**config.mk**
```make
export PLATFORM = sky130hd
export DESIGN_NAME = scanline_irq_unit
export DESIGN_NICKNAME = d
export VERILOG_FILES = /design/src/rtl/scanline_irq_pkg.sv /design/src/rtl/irq_wr_decode.sv /design/src/rtl/irq_mode_track.sv /design/src/rtl/irq_count_core.sv /design/src/rtl/scanline_irq_unit.sv
export SDC_FILE = /design/constraint.sdc
export NUM_CORES = 1
export LEC_CHECK = 0
export ABC_CLOCK_PERIOD_IN_PS = 2640
export BUFFER_PORTS_ARGS = -buffer_cell sky130_fd_sc_hd__buf_2
export CAP_MARGIN = 20
export CORE_AREA = 2 2 66 84
export CTS_CLUSTER_SIZE = 12
export DETAILED_ROUTE_END_ITERATION = 16
export DIE_AREA = 0 0 68 86
export SETUP_SLACK_MARGIN = 0.1
export SYNTH_ARGS = -nofsm -noshare
export SYNTH_HDL_FRONTEND = slang
export SYNTH_SLANG_ARGS = --single-unit
```
**constraint.sdc**
```tcl
create_clock -name clk -period 2.64 [get_ports clk]
set_input_delay 0.132 -clock clk [delete_from_list [all_inputs] [get_ports clk]]
set_output_delay 0.132 -clock clk [all_outputs]
set_load 0.005 [all_outputs]
```
**src/rtl/scanline_irq_pkg.sv**
```systemverilog
package scanline_irq_pkg;

  // Region codes carried in the top nibble of the write address.
  localparam logic [3:0] RGN_CNT_A = 4'hC;
  localparam logic [3:0] RGN_CNT_B = 4'hD;
  localparam logic [3:0] RGN_EN_A  = 4'hE;
  localparam logic [3:0] RGN_EN_B  = 4'hF;

  // Personality low bits under which the counter registers are live.
  localparam logic [1:0] PERS_ACTIVE = 2'd1;

  // One-hot strobes decoded from an accepted write.
  typedef struct packed {
    logic reload_wr;  // store reload value
    logic count_wr;   // load live count
    logic arm;        // set enable
    logic disarm;     // clear enable, copy reload, drop request
  } irq_cmd_t;

endpackage

```
**src/rtl/irq_wr_decode.sv**
```systemverilog
module irq_wr_decode
  import scanline_irq_pkg::*;
#(
  parameter int ADDR_W = 16
) (
  input  logic              wr_fire,
  input  logic [ADDR_W-1:0] wr_addr,
  input  logic              pers_active,
  output irq_cmd_t          cmd
);

  localparam int RGN_LSB = ADDR_W - 4;

  logic [3:0] region;
  logic       sel_bit;
  logic       in_cnt_rgn;
  logic       in_en_rgn;
  logic       take;

  assign region     = wr_addr[ADDR_W-1:RGN_LSB];
  assign sel_bit    = wr_addr[0];
  assign in_cnt_rgn = (region == RGN_CNT_A) || (region == RGN_CNT_B);
  assign in_en_rgn  = (region == RGN_EN_A)  || (region == RGN_EN_B);
  assign take       = wr_fire && pers_active;

  always_comb begin
    cmd           = '0;
    cmd.reload_wr = take && in_cnt_rgn &&  sel_bit;
    cmd.count_wr  = take && in_cnt_rgn && !sel_bit;
    cmd.arm       = take && in_en_rgn  &&  sel_bit;
    cmd.disarm    = take && in_en_rgn  && !sel_bit;
  end

endmodule

```
**src/rtl/irq_mode_track.sv**
```systemverilog
module irq_mode_track
  import scanline_irq_pkg::*;
#(
  parameter int MODE_W = 8
) (
  input  logic              clk,
  input  logic              rst_n,
  input  logic              mode_wr,
  input  logic [MODE_W-1:0] mode_val,
  output logic              pers_active,
  output logic              pers_exit
);

  logic [MODE_W-1:0] mode_q;
  logic              changed;

  assign changed     = mode_wr && (mode_val != mode_q);
  assign pers_exit   = changed && (mode_val[1:0] != PERS_ACTIVE);
  assign pers_active = (mode_q[1:0] == PERS_ACTIVE);

  always_ff @(posedge clk) begin
    if (!rst_n) begin
      mode_q <= '0;
    end else if (changed) begin
      mode_q <= mode_val;
    end
  end

endmodule

```
**src/rtl/irq_count_core.sv**
```systemverilog
module irq_count_core
  import scanline_irq_pkg::*;
#(
  parameter int CNT_W = 8
) (
  input  logic             clk,
  input  logic             rst_n,
  input  irq_cmd_t         cmd,
  input  logic [CNT_W-1:0] wr_val,
  input  logic             pers_exit,
  input  logic             tick_vis,
  input  logic             render_on,
  output logic             irq_req,
  output logic [CNT_W-1:0] count_q
);

  logic [CNT_W-1:0] reload_q;
  logic             armed_q;
  logic             req_q;
  logic             clear_all;
  logic             at_zero;
  logic             fire;

  assign clear_all = cmd.disarm || pers_exit;
  assign at_zero   = (count_q == '0);
  assign fire      = tick_vis && at_zero && armed_q;

  always_ff @(posedge clk) begin
    if (!rst_n) begin
      reload_q <= '0;
    end else if (cmd.reload_wr) begin
      reload_q <= wr_val;
    end
  end

  always_ff @(posedge clk) begin
    if (!rst_n) begin
      armed_q <= 1'b0;
    end else if (clear_all) begin
      armed_q <= 1'b0;
    end else if (cmd.arm) begin
      armed_q <= 1'b1;
    end
  end

  always_ff @(posedge clk) begin
    if (!rst_n) begin
      count_q <= '0;
    end else if (clear_all) begin
      count_q <= reload_q;
    end else if (cmd.count_wr) begin
      count_q <= wr_val;
    end else if (tick_vis && !at_zero && render_on) begin
      count_q <= count_q - 1'b1;
    end
  end

  always_ff @(posedge clk) begin
    if (!rst_n) begin
      req_q <= 1'b0;
    end else if (clear_all) begin
      req_q <= 1'b0;
    end else if (fire) begin
      req_q <= 1'b1;
    end
  end

  assign irq_req = req_q;

endmodule

```
**src/rtl/scanline_irq_unit.sv**
```systemverilog
module scanline_irq_unit
  import scanline_irq_pkg::*;
#(
  parameter int ADDR_W = 16,
  parameter int DATA_W = 8,
  parameter int MODE_W = 8
) (
  input  logic              clk,
  input  logic              rst_n,
  input  logic              wr_valid,
  output logic              wr_ready,
  input  logic [ADDR_W-1:0] wr_addr,
  input  logic [DATA_W-1:0] wr_data,
  input  logic              mode_wr,
  input  logic [MODE_W-1:0] mode_val,
  input  logic              line_tick,
  input  logic              line_visible,
  input  logic              render_on,
  output logic              irq_req
);

  localparam int CNT_W = DATA_W;

  irq_cmd_t         cmd;
  logic             pers_active;
  logic             pers_exit;
  logic             tick_vis;
  logic [CNT_W-1:0] count_q;

  assign wr_ready = 1'b1;
  assign tick_vis = line_tick && line_visible;

  irq_mode_track #(.MODE_W(MODE_W)) u_mode (
    .clk         (clk),
    .rst_n       (rst_n),
    .mode_wr     (mode_wr),
    .mode_val    (mode_val),
    .pers_active (pers_active),
    .pers_exit   (pers_exit)
  );

  irq_wr_decode #(.ADDR_W(ADDR_W)) u_dec (
    .wr_fire     (wr_valid && wr_ready),
    .wr_addr     (wr_addr),
    .pers_active (pers_active),
    .cmd         (cmd)
  );

  irq_count_core #(.CNT_W(CNT_W)) u_core (
    .clk       (clk),
    .rst_n     (rst_n),
    .cmd       (cmd),
    .wr_val    (wr_data),
    .pers_exit (pers_exit),
    .tick_vis  (tick_vis),
    .render_on (render_on),
    .irq_req   (irq_req),
    .count_q   (count_q)
  );

endmodule

```
==> results.cfg <==
[placement]
port_buffers = 27
dpl-instance-area_um2 = 1680
dp_hpwl_um = 2430
globalplace.congestion = 0.862

[power_and_ir_drop]
p_per_area_nw_per_um2 = 496
ir_drop_v = 0.000189
p_leak_nw = 0.645
p_total_w = 0.000858

[setup_path]
crit_path_start_kind = register
r2r.worst_path.cells = 5
path_depth = 5
path_delay_family = simple AND/OR/NAND/NOR gates
cp_data_arrival_time_ns = 2.30
path_cells = or4b_1, or2_1, and3_2, nor4_1, o221a_1
critPathCaptureType = register
critPathRequiredTime_ns = 2.87
critPathBufInv = 0
max_stage_delay_ns = 0.59
cp_max_fo = 11
crit_type = reg -> reg
cpMaxStageDelayCell = or4b_1

[route]
remaining_drc_errors = 0
num_vias = 1231
wirelength_um = 3270
initialDrtViolationCount = 35
ant_nets = 0
routedWlPerCell_um = 13.5
first_pass_iters = 4
viasPerCell = 5.07

[timing]
worstMarginPinSlew_ns = 0.548
fin_crit_sh_pct = 78.5
max_freq_ghz = 0.483
setup_tns_ns = 0
rsz0062_at_grt = no
setup_viol = 0
slew_violations = 0
fin_skew_ns = 0.00406
fin_worst_hold_slack_ns = 0.124
report.final.hold_viol_count = 0
max_slew_margin_pct = 63.4
period_minus_slack_ns = 2.07

[synth]
synth_edf_count = 0
netlist_area_um2 = 1480
synthFlopType = dfxtp_1
syn_area_per_cell_um2 = 9.57
syn-instance-count = 155
syn_nets = 196
ys_warn_count = 0
ys_seq_area_share_pct = 35.1
ys_async_sr_fraction_pct = 0
synthDistinctLibCells = 39
synth-seq-cells = 26

[hold_path]
min_path_cells = 3
hp-class = in -> reg

[cells_and_area]
nNetsFinal = 223
final_cell_mix = buf_2 (27), dfxtp_1 (26), nor2b_1 (17)
stdcell_area_um2 = 1730
diodes = 0
fin_util_pct = 34.6
drive_above_1_share_pct = 22.7
area_growth_pct = 16.7
final_common_cell = buf_2

[clock_network]
numCtsBuffers = 3
clk_pin_slew_ns = 0.09
tritoncts = done
clkLatencyLatePin_ns = 0.28
clk_path_buf_depth = 2
cts_sinks = 26
ctsResizeCount = 0
holdBufCountCts = 0
clock-root-buffer = clkbuf_8
post_cts_buffers = 0
cts_max_level = 1

[global_route]
grt_overflow_total = 0
grt_first_pass_wirelength_um = 5610
grt_pass1_vias = 1214
antenna_found_initial = 0
grt_util_all_layers_pct = 12.6
grt_max_degree = 27

[floorplanning]
die_w_um = 68
io_pins = 41
start_util_pct = 29.6
fp.dieArea_um2 = 5850
fp-row-count = 29
core_area_um2 = 5010
die_y_um = 86

[run]
maxCapViolations = 0

[outcome]
status = finished, final reports clean
[synthesized netlist by cell type, types with 2 or more instances]
| library cell | number | area, um^2 |
|---|---|---|
| nor2b_1 | 17 | 106 |
| nor3_1 | 5 | 25.0 |
| nand4_1 | 2 | 12.5 |
| a311oi_1 | 2 | 17.5 |
| nand3_1 | 4 | 20.0 |
| and3_1 | 4 | 25.0 |
| clkbuf_1 | 5 | 18.8 |
| xnor2_1 | 12 | 105 |
| o221a_1 | 7 | 78.8 |
| o221a_2 | 2 | 22.5 |
| inv_1 | 3 | 11.3 |
| nand2_1 | 5 | 18.8 |
| a31oi_1 | 3 | 18.8 |
| or3_1 | 2 | 12.5 |
| a21boi_0 | 8 | 60.1 |
| nor2_1 | 4 | 15.0 |
| dfxtp_1 | 26 | 521 |
| ha_1 | 2 | 25.0 |
| a21oi_1 | 2 | 10.0 |
| o2111a_1 | 2 | 22.5 |
| nor3b_1 | 3 | 22.5 |
| nand2b_1 | 2 | 12.5 |
| mux2i_1 | 16 | 160 |
| xor2_1 | 2 | 17.5 |
[sequential cells by signal, indices dropped and copies added (netlist names)]
name             cells
u_mode.mode_q        8
u_core.count_q       8
u_core.armed_q       1
u_core.reload_q      8
u_core.irq_req       1
[routing by layer]
layer | GRT usage [%] | wire, um
met1 | 15.1 | 1450
met2 | 21.5 | 1640
met3 | 2.23 | 121
met4 | 5.09 | 57
met5 | 0 | 0
[worst register-to-register path: cells and delay by family, from the launching register on]
kind            cells  cell delay [ns]
simple gates        4             1.47
flops               1             0.35
compound gates      1             0.21
[where the power goes]
group	switching (W)	internal, W
combinational	0.0000773	0.0000855
clock	0.000134	0.000134
sequential	0.0000181	0.000410
[logic make-up after synthesis]
logic type               after synthesis  share of synthesized area (%)
AO/OA/AOI/OAI                         31                           18.7
XOR/XNOR                              14                           8.26
adder cells (fa/ha/maj)                2                           1.69
buffers and inverters                 11                           3.63
flip-flops                            26                           35.1
multiplexers                          16                           10.8
other                                  1                          0.253
AND/OR/NAND/NOR                       54                           21.6
[stage by stage]
stage	cells	setup WS, ns
2_1_floorplan	155	0.816
3_3_place_gp	239	0.644
3_5_place_dp	239	0.607
4_1_cts	243	0.592
5_1_grt	243	0.528
6_report	243	0.568
[final timing paths]
check / from / endpoint / slack, ns
max: u_mode.mode_q[1]$_SDFFE_PN0P_ / u_core.count_q[0]$_SDFFE_PN0P_ / 0.57
min: wr_data[0] / u_core.reload_q[0]$_SDFFE_PN0P_ / 0.12
max reg2reg: u_mode.mode_q[1]$_SDFFE_PN0P_ / u_core.count_q[0]$_SDFFE_PN0P_ / 0.57
min reg2reg: u_core.reload_q[4]$_SDFFE_PN0P_ / u_core.reload_q[4]$_SDFFE_PN0P_ / 0.52
[layout make-up]
| type | count | area, um^2 |
|---|---|---|
| well taps | 62 | 77.6 |
| inverters | 3 | 11.3 |
| multi-input cells | 118 | 910 |
| flip-flops and latches | 26 | 520 |
| repair buffers | 30 | 158 |
| clock buffers | 4 | 55.1 |
| fillers | 554 | 3280 |
No activity file was read; power rests on OpenSTA's default activity.
